--- config.mk ---
export PLATFORM = sky130hd
export DESIGN_NAME = volt_limit_mon
export DESIGN_NICKNAME = d
export VERILOG_FILES = /design/src/rtl/vlm_pkg.sv /design/src/rtl/vlm_limit_regs.sv /design/src/rtl/vlm_compare.sv /design/src/rtl/vlm_alarm_reg.sv /design/src/rtl/volt_limit_mon.sv
export SDC_FILE = /design/constraint.sdc
export NUM_CORES = 1
export LEC_CHECK = 0
export ABC_AREA = 1
export BUFFER_PORTS_ARGS = -buffer_cell sky130_fd_sc_hd__clkbuf_2
export CAP_MARGIN = 20
export CORE_MARGIN = 1.5
export CORE_UTILIZATION = 30
export DETAILED_ROUTE_END_ITERATION = 10
export PLACE_DENSITY = 0.54
export SLEW_MARGIN = 20
export SYNTH_ARGS = -nofsm -noshare
export SYNTH_HDL_FRONTEND = slang
export SYNTH_SLANG_ARGS = --single-unit
--- constraint.sdc ---
create_clock -name clk -period 2.95 [get_ports clk]
set_input_delay 0.59 -clock clk [delete_from_list [all_inputs] [get_ports clk]]
set_output_delay 0.59 -clock clk [all_outputs]
set_load 0.05 [all_outputs]
--- src/rtl/vlm_pkg.sv ---
package vlm_pkg;

  // Kind of register access decoded from the address
  typedef enum logic [1:0] {
    ACC_NONE  = 2'd0,
    ACC_LOW   = 2'd1,
    ACC_HIGH  = 2'd2,
    ACC_CLEAR = 2'd3
  } acc_kind_e;

endpackage

--- src/rtl/vlm_limit_regs.sv ---
module vlm_limit_regs
  import vlm_pkg::*;
#(
  parameter int NUM_CH    = 9,
  parameter int DATA_W    = 8,
  parameter int DROP_BITS = 2,
  parameter int CH_W      = 4
) (
  input  logic                           clk,
  input  logic                           rst_n,
  input  logic                           wr_en,
  input  acc_kind_e                      wr_kind,
  input  logic [CH_W-1:0]                wr_ch,
  input  logic [DATA_W-DROP_BITS-1:0]    wr_keep,
  output logic [NUM_CH-1:0][DATA_W-1:0]  lo_full,
  output logic [NUM_CH-1:0][DATA_W-1:0]  hi_full
);

  localparam int KEEP_W = DATA_W - DROP_BITS;

  for (genvar gi = 0; gi < NUM_CH; gi++) begin : g_ch
    logic [KEEP_W-1:0] lo_q, lo_d, hi_q, hi_d;
    logic              sel;

    assign sel = wr_en && (wr_ch == CH_W'(gi));

    always_comb begin
      lo_d = lo_q;
      hi_d = hi_q;
      if (sel && (wr_kind == ACC_LOW))  lo_d = wr_keep;
      if (sel && (wr_kind == ACC_HIGH)) hi_d = wr_keep;
    end

    always_ff @(posedge clk or negedge rst_n) begin
      if (!rst_n) begin
        lo_q <= '0;
        hi_q <= '1;
      end else if (sel) begin
        lo_q <= lo_d;
        hi_q <= hi_d;
      end
    end

    assign lo_full[gi] = {lo_q, {DROP_BITS{1'b0}}};
    assign hi_full[gi] = {hi_q, {DROP_BITS{1'b0}}};

    AST_HIGH_WRITE_LANDS: assert property (@(posedge clk) disable iff (!rst_n)
      (wr_en && wr_kind == ACC_HIGH && wr_ch == CH_W'(gi)) |=> (hi_q == $past(wr_keep)));
  end

endmodule

--- src/rtl/vlm_compare.sv ---
module vlm_compare #(
  parameter int NUM_CH = 9,
  parameter int DATA_W = 8,
  parameter int CH_W   = 4
) (
  input  logic                          smp_vld,
  input  logic [CH_W-1:0]               smp_ch,
  input  logic [DATA_W-1:0]             smp_data,
  input  logic [NUM_CH-1:0][DATA_W-1:0] lo_full,
  input  logic [NUM_CH-1:0][DATA_W-1:0] hi_full,
  output logic [NUM_CH-1:0]             set_vec
);

  for (genvar gi = 0; gi < NUM_CH; gi++) begin : g_cmp
    logic hit, below, above;
    assign hit   = smp_vld && (smp_ch == CH_W'(gi));
    assign below = smp_data < lo_full[gi];
    assign above = smp_data > hi_full[gi];
    assign set_vec[gi] = hit && (below || above);
  end

endmodule

--- src/rtl/vlm_alarm_reg.sv ---
module vlm_alarm_reg #(
  parameter int NUM_CH = 9
) (
  input  logic              clk,
  input  logic              rst_n,
  input  logic              clr,
  input  logic [NUM_CH-1:0] set_vec,
  output logic [NUM_CH-1:0] alarm_q
);

  logic [NUM_CH-1:0] alarm_d;
  logic              upd;

  assign upd = clr || (|set_vec);

  always_comb begin
    alarm_d = clr ? '0 : alarm_q;
    alarm_d = alarm_d | set_vec;
  end

  always_ff @(posedge clk or negedge rst_n) begin
    if (!rst_n)   alarm_q <= '0;
    else if (upd) alarm_q <= alarm_d;
  end

  for (genvar gi = 0; gi < NUM_CH; gi++) begin : g_chk
    AST_SET_LATCHES: assert property (@(posedge clk) disable iff (!rst_n)
      set_vec[gi] |=> alarm_q[gi]);
    AST_STICKY_HOLD: assert property (@(posedge clk) disable iff (!rst_n)
      (alarm_q[gi] && !clr) |=> alarm_q[gi]);
    AST_CLEAR_EMPTIES: assert property (@(posedge clk) disable iff (!rst_n)
      (clr && !set_vec[gi]) |=> !alarm_q[gi]);
    AST_NO_SPURIOUS: assert property (@(posedge clk) disable iff (!rst_n)
      (!alarm_q[gi] && !set_vec[gi]) |=> !alarm_q[gi]);
  end

endmodule

--- src/rtl/volt_limit_mon.sv ---
module volt_limit_mon
  import vlm_pkg::*;
#(
  parameter int NUM_CH    = 9,
  parameter int DATA_W    = 8,
  parameter int DROP_BITS = 2,
  parameter int CH_W      = $clog2(NUM_CH),
  parameter int ADDR_W    = CH_W + 1
) (
  input  logic              clk,
  input  logic              rst_n,
  input  logic              smp_vld,
  input  logic [CH_W-1:0]   smp_ch,
  input  logic [DATA_W-1:0] smp_data,
  input  logic              reg_we,
  input  logic              reg_re,
  input  logic [ADDR_W-1:0] reg_addr,
  input  logic [DATA_W-1:0] reg_wdata,
  output logic [DATA_W-1:0] reg_rdata,
  output logic [NUM_CH-1:0] alarm_mask
);

  localparam int KEEP_W = DATA_W - DROP_BITS;

  acc_kind_e                     kind;
  logic [CH_W-1:0]               addr_ch;
  logic [NUM_CH-1:0][DATA_W-1:0] lo_full, hi_full;
  logic [NUM_CH-1:0]             set_vec;
  logic                          wr_en, clr;
  logic                          unused_lsb;

  assign addr_ch    = reg_addr[CH_W-1:0];
  assign unused_lsb = ^reg_wdata[DROP_BITS-1:0];

  // Address decode: all-ones is the acknowledge address, MSB picks bank
  always_comb begin
    if (reg_addr == '1)                  kind = ACC_CLEAR;
    else if (32'(addr_ch) >= NUM_CH)     kind = ACC_NONE;
    else if (reg_addr[ADDR_W-1])         kind = ACC_HIGH;
    else                                 kind = ACC_LOW;
  end

  assign wr_en = reg_we && ((kind == ACC_LOW) || (kind == ACC_HIGH));
  assign clr   = reg_re && (kind == ACC_CLEAR);

  vlm_limit_regs #(
    .NUM_CH(NUM_CH), .DATA_W(DATA_W), .DROP_BITS(DROP_BITS), .CH_W(CH_W)
  ) u_limits (
    .clk     (clk),
    .rst_n   (rst_n),
    .wr_en   (wr_en),
    .wr_kind (kind),
    .wr_ch   (addr_ch),
    .wr_keep (reg_wdata[DATA_W-1:DROP_BITS]),
    .lo_full (lo_full),
    .hi_full (hi_full)
  );

  vlm_compare #(
    .NUM_CH(NUM_CH), .DATA_W(DATA_W), .CH_W(CH_W)
  ) u_cmp (
    .smp_vld  (smp_vld),
    .smp_ch   (smp_ch),
    .smp_data (smp_data),
    .lo_full  (lo_full),
    .hi_full  (hi_full),
    .set_vec  (set_vec)
  );

  vlm_alarm_reg #(
    .NUM_CH(NUM_CH)
  ) u_alarm (
    .clk     (clk),
    .rst_n   (rst_n),
    .clr     (clr),
    .set_vec (set_vec),
    .alarm_q (alarm_mask)
  );

  // Read-back mux
  always_comb begin
    reg_rdata = '0;
    for (int i = 0; i < NUM_CH; i++) begin
      if (addr_ch == CH_W'(i)) begin
        if (kind == ACC_LOW)  reg_rdata = lo_full[i];
        if (kind == ACC_HIGH) reg_rdata = hi_full[i];
      end
    end
  end

  AST_LIMIT_LSB_ZERO: assert property (@(posedge clk) disable iff (!rst_n)
    reg_rdata[DROP_BITS-1:0] == '0);
  AST_OOR_SAMPLE_IGNORED: assert property (@(posedge clk) disable iff (!rst_n)
    (smp_vld && (32'(smp_ch) >= NUM_CH) && !clr) |=> $stable(alarm_mask));
  AST_KEEP_WIDTH: assert property (@(posedge clk) disable iff (!rst_n)
    (KEEP_W > 0) |-> (reg_rdata <= {{KEEP_W{1'b1}}, {DROP_BITS{1'b0}}}));

endmodule

## Word-level counts from Yosys, hierarchy flattened

Index checks and enable logic that the tools add are counted.

- Flip-flop bits (word level): 117
- Latch bits: 0
- Memory bits (writable): 0
- Bits in read-only memories: 0
- Logic and storage cells: 169
- Memories: 0

- $add $sub $neg: 0
- Multiply operators: 0
- Div/mod/pow operators: 0
- Order comparisons: 19
- Equality and inequality tests: 20
- Shifts and indexed selects: 0
- Mux-type cells: 31
- Bitwise operators: 1
- Reduce and logical (&&, ||, !) cells: 79

Operator list:

| operator | count |
|---|---|
| $mux W8 | 27 |
| $gt A8 B8 Y1 | 9 |
| $lt A8 B8 Y1 | 9 |
| $logic_and A1 B1 Y1 | 47 |
| $reduce_and A2 Y1 | 18 |
| $eq A4 B3 Y1 const B | 8 |
| $eq A4 B2 Y1 const B | 4 |
| $logic_or A1 B1 Y1 | 11 |
| $mux W9 | 1 |
| $or A9 B9 Y9 | 1 |
| $reduce_or A9 Y1 | 1 |
| $eq A4 B1 Y1 const B | 2 |
| $eq A4 B4 Y1 const B | 2 |
| $logic_not A4 Y1 | 2 |
| $mux W2 | 3 |
| $eq A5 B5 Y1 const B | 1 |
| $eq A2 B2 Y1 const B | 2 |
| $ge A4 B4 Y1 const B | 1 |
| $eq A2 B1 Y1 const B | 1 |

## Longest topological paths before layout

Gate-level depths: netlist of run 1.

- Depth in word-level cells: 31
- Mapped depth: 17

## Hierarchy

A second synthesis of run 1 with hierarchy kept.

- Cell total of the unflattened synthesis: 1587
- Area, all modules: 10762.8 um2

Modules (own cells, without submodules):

| module | instances | cells an instance | area each (um2) | seq. area each (um2) |
|---|---|---|---|---|
| vlm_limit_regs | 1 | 555 | 4904.7 | 2770.2 |
| vlm_compare | 1 | 624 | 3726.1 | 0.0 |
| volt_limit_mon | 1 | 371 | 1801.7 | 0.0 |
| vlm_alarm_reg | 1 | 37 | 330.3 | 225.2 |

## Worst setup path after synthesis of run 1

No wires, ideal clock.

- Path type: input -> output
- Start point: in reg_addr[0]
- End point: out reg_rdata[2]
- Arrival time: 2.612 ns
- Slack: -0.252 ns
- Stages on the path: 15
- Cell sequence: inv_1 nand3_1 nand2_1 o21ai_0 inv_1 ha_1 buf_4 inv_2 buf_4 buf_4 nand3_1 nand4_1 nand4_1 nor2_1 nand4_1

- Cells in the longest elaborated chain, start to end: 31
- Elaborated cells on any way between the ends: 42
- Those cells by class: 1 x order compare; 11 x eq/ne; 29 x mux; 1 x reduce/logical

Ends and longest elaborated chain:

| item | line | text |
|---|---|---|
| from (decl) | volt_limit_mon.sv:17 | `input logic [ADDR_W-1:0] reg_addr,` |
| $ge A4 B4 Y1 | volt_limit_mon.sv:38 | `else if (32'(addr_ch) >= NUM_CH) kind = ACC_NONE;` |
| $mux W2 | volt_limit_mon.sv:38 |  |
| $mux W2 | volt_limit_mon.sv:37 | `if (reg_addr == '1) kind = ACC_CLEAR;` |
| $eq A2 B1 Y1 | volt_limit_mon.sv:85 | `if (kind == ACC_LOW) reg_rdata = lo_full[i];` |
| $mux W8 | volt_limit_mon.sv:85 |  |
| $mux W8 | volt_limit_mon.sv:86 | `if (kind == ACC_HIGH) reg_rdata = hi_full[i];` |
| $mux W8 | volt_limit_mon.sv:84 | `if (addr_ch == CH_W'(i)) begin` |
| $mux W8 | volt_limit_mon.sv:85 |  |
| [15 not listed] | -- |  |
| $mux W8 | volt_limit_mon.sv:86 |  |
| $mux W8 | volt_limit_mon.sv:84 |  |
| $mux W8 | volt_limit_mon.sv:85 |  |
| $mux W8 | volt_limit_mon.sv:86 |  |
| $mux W8 | volt_limit_mon.sv:84 |  |
| $mux W8 | volt_limit_mon.sv:85 |  |
| $mux W8 | volt_limit_mon.sv:86 |  |
| $mux W8 * | volt_limit_mon.sv:84 |  |
| to (decl) | volt_limit_mon.sv:19 | `output logic [DATA_W-1:0] reg_rdata,` |

Mark *: on every way between the ends. The rest lies on a longest branch, timed or not.

## Worst setup path after layout of run 1

Same ends and word-level chain as after synthesis.

==> results of run 1 <==
power by group through the flow:
stage                     combinational [uW]  clock (uW)  sequential, uW
after floorplan                          647           0            2010
after global placement                  1120           0            1940
after detailed placement                1140           0            1940
after CTS                               1180        2210            1910
after global routing                    1340        2280            1930
final                                   1180        2170            1910
logic make-up (layout without fill, tap and decap cells):
family / count (synthesis) / after routing / share of synthesized area
flip-flops: 117 / 117 / 0.3694
other: 1 / 2 / 0.0004625
AND/OR/NAND/NOR: 430 / 430 / 0.2312
buffers and inverters: 179 / 256 / 0.08982
AO/OA/AOI/OAI: 219 / 219 / 0.1517
adder cells (fa/ha/maj): 102 / 102 / 0.1574
area by class of cell:
cell class              instances  share of cell area
well taps                     335             0.04247
clock inverters                15             0.01838
multi-input cells             753              0.4537
flip-flops and latches        117              0.3035
repair buffers                 92             0.08557
inverters                     132             0.05325
clock buffers                  17             0.04310
flip-flops by register name, indices dropped and copies added (netlist names):
| signal | flops |
|---|---|
| u_limits.g_ch.hi_q | 54 |
| u_limits.g_ch.lo_q | 54 |
| u_alarm.alarm_q | 9 |
stage by stage:
stage | setup WS, ns | hold slack [ns] | utilization
floorplan | -0.004313 | 0.2944 | -
global placement | -0.3788 | 0.4647 | 0.3444
detailed placement | -0.3911 | 0.4686 | 0.3444
CTS | -0.2038 | 0.04362 | 0.3744
global route | -0.3173 | 0.05147 | 0.3755
finish | -0.2373 | 0.04959 | 0.3755
layout by cell type, fill, tap and decap left out, drive strengths merged, types with 9 or more instances in the layout:
cell type | Yosys | layout
o211ai | 19 | 19
nand2 | 265 | 265
dfstp | 54 | 54
dfrtp | 63 | 63
a21oi | 37 | 37
ha | 102 | 102
buf | 37 | 59
nand4 | 36 | 36
a21boi | 9 | 9
nand3 | 59 | 59
o2111ai | 17 | 17
o21ai | 137 | 137
inv | 131 | 132
nor2 | 55 | 55
clkbuf | 10 | 50
critical path, stage by stage:
cell and delay [ns]:
clkbuf_16 0.12, nand2_2 0.09, nor2_2 0.15, o21ai_4 0.07, buf_4 0.13, ha_4 0.17, or2_4 0.27, buf_2 0.16
nand4_1 0.10, nand4_1 0.16, nor2_1 0.13, nand4_1 0.20, buf_12 0.23
metal layers:
layer / GRT usage / vias to the layer above / wire length (um)
li1: - / 3656 / -
met1: 0.2494 / 3450 / 11930
met2: 0.3080 / 151 / 11720
met3: 0.03403 / 25 / 945
met4: 0.05601 / 0 / 448
met5: 0 / - / 0
final timing paths:
path                                          start                  endpoint  slack (ns)  cells past startpoint
max reg2reg                u_limits.g_ch[4].hi_q[5]        u_alarm.alarm_q[4]        1.06                      9
min reg2reg                u_limits.g_ch[4].hi_q[5]  u_limits.g_ch[4].hi_q[5]        0.48                      2
max in group asynchronous                     rst_n  u_limits.g_ch[3].hi_q[3]        2.19                      2
max                                     reg_addr[0]              reg_rdata[2]       -0.24                     13
min in group clk                            smp_vld        u_alarm.alarm_q[0]        0.43                      3
min                                           rst_n        u_alarm.alarm_q[0]        0.05                      1
timing repair:
action	4_1_cts	5_1_grt
pin swaps	20	11
setup endpoints to repair	6	6
endpoints found under the hold margin	0	0
resized for setup	32	8
cloned	3	0
buffers inserted	2	1
==> qor.yml, run 1 <==
wl_per_cell_um: 17.14
cts_tree: "done"
drt_drc_violations_left: 0
syn_area_per_cell_sq_um: 7.736
num_vias: 7282
fin_crit_sh: 1.080
finClkSkew_ns: 0.008629
clk_pin_slew_worst_paths_ns: 0.06
tns_ns: -1.294
p_switching_uw: 1701
crit_fanout: 5
required_ns: 2.36
drtAntennaViolNets: 0
insertion_delay_ns: 0.43
p_leak_uw: 0.004242
design_area_sq_um: 9869
finalPower_uw: 5259
end_kind: "primary output"
peakVddDrop_mv: 0.3774
multiInputGateArea_sq_um: 4478
ys_seq_elements: 117
initial_core_util: 0.3085
outcome: "finished, violations left"
antenna_found_initial: 0
ioPinCount: 47
gp_congestion: 0.8534
clkPwrFrac: 0.412
grt_pass1_wl_um: 39960
yosys.area.top_type: "dfrtp_1"
via_per_inst: 4.984
hold_violations: 0
combinationalPowerShare: 0.224
syn_area_sq_um: 8108
cts_sinks: 117
first_pass_iters: 5
tightest_slew_ns: 0.9054
area_growth_pct: 21.73
yosysMostFrequentCell: "nand2_1"
grt_max_degree: 46
powerDensity_nw_per_um2: 532.8
max_slew_margin: 0.3958
fp.dieH_um: 167.4
crit_type: "input pin to primary output"
p_seq_frac: 0.364
io_buffers: 42
core_area_sq_um: 26280
hold_class: "input pin to asynchronous set/reset pin"
violations: "negative setup slack"
cp.arrival_ns: 2.60
ys.flop_type: "dfrtp_1"
cap_violations: 0
fillers: 2783
die_area_sq_um: 28020
grt_util_all_layers: 0.1870
synth_edf_count: 0
post-route-min-period_ns: 3.187
n_antenna_cell: 0
drv_slew: 0
layout_setup_ws_ns: -0.2373
layout-drive-gt1-share: 0.1847
drt-initial-drc-count: 499
placed_area_sq_um: 9050
place_hpwl_um: 17550
holdBufCountCts: 0
clockBufferDepth: 2
synthTopCellsByArea: "dfrtp_1 19%, dfstp_2 18%, ha_1 16%, nand2_1 12%, o21ai_0 7.7%"
yosysSeqAreaShare: 0.3694
fmax_mhz: 313.7
die_w_um: 167.4
nNetsFinal: 1245
setup_violations: 6
grt_pass1_vias: 7096
overflow: 0
async_flop_share: 1.000
switching_share: 0.3235
clock_tree.root_cell: "clkbuf_16"
htreeDepth: 4
start_kind: "input pin"
instances_no_fill: 1461
synthCells: 1048
finalWirelength_um: 25040
synth_top_area_frac: 0.1944
p_int_uw: 3557
ys_top_cells_by_count: "263 x nand2_1, 127 x inv_1, 125 x o21ai_0"
rows: 59
numCtsBuffers: 17
ys.warnings.count: 0
synthDistinctLibCells: 28
final-seq-area_sq_um: 2995
placed_cells: 1423
rsz0062_at_grt: "yes"
Power figures use the tool's default switching activity.
==> inputs of run 2 (changes only) <==
--- a/config.mk
+++ b/config.mk
@@ -5,13 +5,14 @@
 export SDC_FILE = /design/constraint.sdc
 export NUM_CORES = 1
 export LEC_CHECK = 0
-export ABC_AREA = 1
 export BUFFER_PORTS_ARGS = -buffer_cell sky130_fd_sc_hd__clkbuf_2
 export CAP_MARGIN = 20
+export CELL_PAD_IN_SITES_DETAIL_PLACEMENT = 2
+export CELL_PAD_IN_SITES_GLOBAL_PLACEMENT = 2
 export CORE_MARGIN = 1.5
 export CORE_UTILIZATION = 30
 export DETAILED_ROUTE_END_ITERATION = 10
-export PLACE_DENSITY = 0.54
+export PLACE_DENSITY = 0.72
 export SLEW_MARGIN = 20
 export SYNTH_ARGS = -nofsm -noshare
 export SYNTH_HDL_FRONTEND = slang
==> run 2 against run 1 <==
Compared with the run above: final cell count fell by 8.8%; the run still ends with negative setup slack left; core utilization is 1.3 points higher; worst setup slack worse by 0.35 ns; non-clock buffer count rose by 28; highest routed layer unchanged; first-iteration DRC count fell by 32%; maximum frequency down 10%; critical endpoint is now reg_rdata[7]; via count decreased by 3.6%; die area is 2.7% higher; largest cell class unchanged; clock skew rose by 0.0032 ns.
==> qor.yml, run 2 <==
start_kind: "input pin"
ys.warnings.count: 0  # unchanged
drtAntennaViolNets: 0  # unchanged
drt-initial-drc-count: 337  # -32%
cp_top_family: "compound AO/OA/AOI/OAI gates"
powerDensity_nw_per_um2: 533.7  # +0.16%
crit_path_cell_trace: "buf_6 > o31a_1 > nor2_1 > a41o_1 > inv_1 > ha_4 > buf_12 > buf_12 > nor3b_2 > a21oi_1 > nand2_1 > o311a_1 > nand4_1 > buf_12"
synthTopCellsByArea: "dfrtp_1 19%, dfstp_2 17%, ha_1 15%, mux2_2 13%, inv_1 4.4%"
holdBufCountCts: 0  # unchanged
ys.flop_type: "dfrtp_1"
required_ns: 2.36  # about the same
post-route-min-period_ns: 3.540  # +0.3531 ns
rows: 60  # +1.7%
antenna_found_initial: 0  # unchanged
clock_tree.root_cell: "clkbuf_16"
hold_violations: 0  # unchanged
fin_crit_sh: 1.200  # +0.1197
placed_area_sq_um: 9504  # +5.0%
crit_type: "input pin to primary output"
ioPinCount: 47  # unchanged
ys_seq_elements: 117  # unchanged
synth_top_area_frac: 0.1892  # -0.005198
yosys.area.top_type: "dfrtp_1"
finalWirelength_um: 32020  # +28%
ys_top_cells_by_count: "102 x ha_1, 98 x mux2_2, 97 x inv_1"
wl_per_cell_um: 24.04  # +40%
grt_pass1_vias: 7872  # +11%
die_area_sq_um: 28780  # +2.7%
max_slew_margin: 0.5123  # +0.1166
n_antenna_cell: 0  # unchanged
layout_setup_ws_ns: -0.5903  # -0.3531 ns
clockBufferDepth: 2  # unchanged
p_leak_uw: 0.004630  # +9.1%
fp.dieH_um: 169.6  # +1.3%
clk_pin_slew_worst_paths_ns: 0.06  # about the same
htreeDepth: 4  # unchanged
cp.arrival_ns: 2.95  # +0.35 ns
grt_util_all_layers: 0.2305  # +0.04351
drt_drc_violations_left: 0  # unchanged
tightest_slew_ns: 0.7315  # -0.1739 ns
post-route-util: 0.3882  # +0.01268
synth_edf_count: 0  # unchanged
outcome: "finished, violations left"
setup_violations: 6  # unchanged
drv_slew: 0  # unchanged
syn_area_per_cell_sq_um: 9.755  # +26%
io_buffers: 42  # unchanged
via_per_inst: 5.270  # +5.7%
yosysSeqAreaShare: 0.3596  # -0.009877
slowest_stage: "o31a_1"
insertion_delay_ns: 0.44  # about the same
crit_fanout: 13  # +8
place_hpwl_um: 22450  # +28%
nNetsFinal: 1079  # -13%
layout_common_cells: "100 x ha_1, 98 x mux2_2, 96 x inv_1"
rsz0062_at_grt: "yes"
peakVddDrop_mv: 0.3957  # +4.8%
layout-drive-gt1-share: 0.3698  # +0.1851
initial_core_util: 0.3074  # -0.001126
gp_congestion: 0.8242  # -3.4%
mostFrequentLayoutCell: "ha_1"
finClkSkew_ns: 0.01182  # +0.003193 ns
syn_area_sq_um: 8330  # +2.7%
numCtsBuffers: 17  # unchanged
cts_tree: "done"
num_vias: 7020  # -3.6%
cap_violations: 0  # unchanged
die_w_um: 169.6  # +1.3%
design_area_sq_um: 10520  # +6.6%
preCtsSetupSlack_ns: -0.6815  # -0.2904 ns
path_buf_inv: 5  # +1
end_kind: "primary output"
grt_pass1_wl_um: 48620  # +22%
yosysMostFrequentCell: "ha_1"
first_pass_iters: 4  # -1
overflow: 0  # unchanged
top_regs: "u_limits.g_ch.hi_q: 54 flops, u_limits.g_ch.lo_q: 54 flops, u_alarm.alarm_q: 9 flops"
synthCells: 854  # -19%
core_area_sq_um: 27100  # +3.1%
violations: "negative setup slack"
synthDistinctLibCells: 49  # +75%
async_flop_share: 1.000  # unchanged
area_growth_pct: 26.30
hold_class: "input pin to asynchronous set/reset pin"
fmax_mhz: 282.5  # -10%
cp_common_cell: "buf_12"
grt_max_degree: 73  # +59%
cp_slowest_stage_delay_ns: 0.32  # +0.05 ns
cts_sinks: 117  # unchanged
[run 2: where the power goes]
part | switching (uW) | internal [uW] | total, uW
logic | 814 | 553 | 1370
clock network | 787 | 1500 | 2280
registers | 141 | 1820 | 1960
[run 2: per-layer routing]
layer	track usage	vias up	wire [um]
met1	0.2806	3660	13730
met3	0.02938	36	779
li1	-	3233	-
met5	0	-	0
met4	0.07811	0	774
met2	0.4171	91	16730
[run 2: final cells by class]
cell class	instances	area, sq um
fillers	2903	16580
multi-input cells	594	5016
flip-flops and latches	117	2995
repair buffers	120	1045
clock buffers	23	488.0
well taps	372	465.4
inverters	97	364.1
clock inverters	9	147.6
[run 2: worst register-to-register path: stages, from the launching register on]
cell	delay (ns)
dfrtp_1	0.41
inv_1	0.07
ha_1	0.31
a21o_1	0.20
a21o_1	0.18
a2111oi_0	0.50
a221o_1	0.18
[run 2: final timing paths]
check,from,depth (start not counted),slack [ns],endpoint
max in group asynchronous,rst_n,2,2.24,u_limits.g_ch[1].lo_q[5]
setup reg to reg,u_limits.g_ch[0].lo_q[3],6,1.05,u_alarm.alarm_q[0]
min in group clk,u_limits.g_ch[5].lo_q[0],1,0.51,u_limits.g_ch[5].lo_q[0]
hold / removal,rst_n,2,0.18,u_limits.g_ch[6].lo_q[4]
setup / recovery,reg_addr[2],14,-0.59,reg_rdata[7]
hold reg to reg,u_limits.g_ch[5].lo_q[0],1,0.51,u_limits.g_ch[5].lo_q[0]
[run 2: logic make-up (layout without fill, tap and decap cells)]
group | Yosys count | in the layout | synth area share
AND/OR/NAND/NOR | 207 | 207 | 0.1431
AO/OA/AOI/OAI | 185 | 185 | 0.1425
buffers and inverters | 144 | 249 | 0.06864
flip-flops | 117 | 117 | 0.3596
adder cells (fa/ha/maj) | 102 | 102 | 0.1532
multiplexers | 98 | 98 | 0.1325
other | 1 | 2 | 0.0004502
[run 2: timing repair]
action | CTS | global route
pin swaps | 16 | 8
resized for setup | 46 | 24
setup endpoints to repair | 6 | 6
buffers inserted | 5 | 4
cloned | 1 | 0
[run 2: per-stage QoR]
step                cells  setup TNS [ns]  total power, uW  hold slack (ns)
CTS                  1328          -3.186             5636           0.2062
finish               1332          -3.206             5615           0.1823
global placement     1290          -3.420             3184           0.4858
global route         1332          -3.724             5878           0.2029
floorplan             855          -1.941             2729           0.2944
detailed placement   1290          -4.537             3251           0.4975
==> inputs of run 3 (changes only) <==
--- a/config.mk
+++ b/config.mk
@@ -10,9 +10,11 @@
 export CELL_PAD_IN_SITES_DETAIL_PLACEMENT = 2
 export CELL_PAD_IN_SITES_GLOBAL_PLACEMENT = 2
 export CORE_MARGIN = 1.5
-export CORE_UTILIZATION = 30
+export CORE_UTILIZATION = 40
 export DETAILED_ROUTE_END_ITERATION = 10
-export PLACE_DENSITY = 0.72
+export PLACE_DENSITY = 0.89
+export SETUP_SLACK_MARGIN = 0.1
+export SKIP_CTS_REPAIR_TIMING = 1
 export SLEW_MARGIN = 20
 export SYNTH_ARGS = -nofsm -noshare
 export SYNTH_HDL_FRONTEND = slang
==> run 3 against run 2 <==
Compared with the run above: the flow still finishes with violations (negative setup slack); register-to-register slack worse by 0.27 ns; worst setup slack lost 0.27 ns; clock power is 11% lower; clock skew shrank 0.0015 ns; non-clock buffer count decreased by 21; final cell count shrank 9.2%; sequential power about the same; core utilization increased by 11 points; maximum frequency is 7.2% lower; critical endpoint is now reg_rdata[3].
==> qor.yml, run 3 (synthesis gave the netlist of run 2 again) <==
grt_pass1_vias: 8789  # +12%
area_growth_pct: 20.76
ff2ff_path_depth: 6  # unchanged
die_area_sq_um: 21700  # -25%
layout_common_cells: "100 x ha_1, 98 x mux2_2, 96 x inv_1"
finClkSkew_ns: 0.01034  # -0.001479 ns
post-route-util: 0.4956  # +0.1073
r2r-start: "u_limits.g_ch[0].lo_q[3]"
fp.dieH_um: 147.3  # -13%
end_kind: "primary output"
io_buffers: 42  # unchanged
n_antenna_cell: 0  # unchanged
num_vias: 7724  # +10%
r2r_end: "u_alarm.alarm_q[0]"
powerDensity_nw_per_um2: 546.5  # +2.4%
clock_tree.root_cell: "clkbuf_16"
final-seq-area_sq_um: 2995  # unchanged
hold_class: "input pin to asynchronous set/reset pin"
numCtsBuffers: 17  # unchanged
clockBufferDepth: 2  # unchanged
start_kind: "input pin"
gp_congestion: 0.9203  # +12%
fmax_mhz: 262.2  # -7.2%
cts_tree: "done"
via_per_inst: 6.389  # +21%
finalPower_uw: 5497  # -2.1%
drt_drc_violations_left: 0  # unchanged
clk_pin_slew_worst_paths_ns: 0.06  # about the same
slowest_stage: "nor3b_1"
first_pass_iters: 5  # +1
p_leak_uw: 0.004452  # -3.9%
ioPinCount: 47  # unchanged
drtAntennaViolNets: 0  # unchanged
wl_per_cell_um: 32.54  # +35%
initial_core_util: 0.4104  # +0.1030
cp.arrival_ns: 3.22  # +0.27 ns
required_ns: 2.36  # about the same
outcome: "finished, violations left"
peakVddDrop_mv: 0.4520  # +14%
crit_path_cell_trace: "buf_6 > o31a_1 > nor2_1 > a41o_1 > inv_2 > ha_4 > buf_4 > nor3b_1 > a21oi_1 > a22oi_2 > o311ai_1 > a211o_2 > buf_12"
antenna_found_initial: 2  # +2
overflow: 0  # unchanged
layout-drive-gt1-share: 0.3482  # -0.02155
setup_violations: 6  # unchanged
cap_violations: 0  # unchanged
hold_violations: 0  # unchanged
drv_slew: 0  # unchanged
core_area_sq_um: 20300  # -25%
tightest_slew_ns: 0.8394  # +0.1079 ns
top_regs: "u_limits.g_ch.hi_q: 54 flops, u_limits.g_ch.lo_q: 54 flops, u_alarm.alarm_q: 9 flops"
multiInputGateArea_sq_um: 4980  # -0.72%
timing.hold.ws_ns: 0.1918  # +0.009569 ns
insertion_delay_ns: 0.44  # about the same
rsz0062_at_grt: "yes"
grt_util_all_layers: 0.3579  # +0.1274
preCtsSetupSlack_ns: -0.6364  # +0.04515 ns
rows: 52  # -13%
post-route-min-period_ns: 3.814  # +0.2735 ns
fillers: 2073  # -29%
grt_max_degree: 50  # -32%
cts_sinks: 117  # unchanged
fin_crit_sh: 1.293  # +0.09272
htreeDepth: 4  # unchanged
die_w_um: 147.3  # -13%
grt_pass1_wl_um: 56460  # +16%
finalWirelength_um: 39340  # +23%
crit_type: "input pin to primary output"
layout_setup_ws_ns: -0.8638  # -0.2735 ns
crit_fanout: 5  # -8
violations: "negative setup slack"
max_slew_margin: 0.4404  # -0.07193
drt-initial-drc-count: 569  # +69%
cp_slowest_stage_delay_ns: 0.41  # +0.09 ns
place_hpwl_um: 23710  # +5.7%
r2r_slack_ns: 0.78  # -0.27 ns
nNetsFinal: 1058  # -1.9%
mostFrequentLayoutCell: "ha_1"
run 3: cell types whose count changed in the layout (fill, tap and decap cells not counted), sizes merged:
cell      before  now
clkinvlp       1    0
bufinv         4    1
clkbuf        58   61
buf           85   65
run 3: power by group:
group          internal, uW  switching, uW  total (uW)
combinational           548            936        1480
sequential             1820            160        1980
clock                  1220            810        2030
run 3: area by class of cell:
| cell class | count | share of cell area |
|---|---|---|
| multi-input combinational | 594 | 0.4950 |
| sequential | 117 | 0.2978 |
| timing repair buffer | 99 | 0.08346 |
| clock buffer | 27 | 0.04901 |
| inverter | 97 | 0.03619 |
| tap | 270 | 0.03358 |
| clock inverter | 5 | 0.004975 |
run 3: worst max path at each step:
stage	start	to	slack (ns)	cells past startpoint
2_1_floorplan	reg_addr[2]	reg_rdata[2]	-0.36	14
3_3_place_gp	reg_addr[2]	reg_rdata[5]	-0.52	13
3_5_place_dp	reg_addr[2]	reg_rdata[5]	-0.64	13
4_1_cts	reg_addr[2]	reg_rdata[7]	-0.75	14
5_1_grt	reg_addr[0]	reg_rdata[3]	-0.91	13
6_report	reg_addr[1]	reg_rdata[3]	-0.86	13
run 3: worst max-delay path, delay by kind of cell:
| kind | cells | cell delay, ns |
|---|---|---|
| simple gates | 2 | 0.51 |
| fa+ha+maj | 1 | 0.20 |
| compound gates | 6 | 1.40 |
| buf+inv | 4 | 0.50 |
run 3: per-layer routing:
layer	vias to the layer above	part of all wire	global-route usage
li1	3179	-	-
met1	3966	0.38	0.4010
met2	400	0.49	0.5991
met3	179	0.068	0.09037
met4	0	0.067	0.2440
met5	-	0	0
run 3: per-stage QoR:
step | cells | area [sq um] | TNS, ns
3_3_place_gp | 1170 | 9274 | -2.872
2_1_floorplan | 855 | 8466 | -1.941
5_1_grt | 1209 | 10060 | -4.781
6_report | 1209 | 10060 | -4.421
4_1_cts | 1202 | 9817 | -4.187
3_5_place_dp | 1170 | 9274 | -3.484
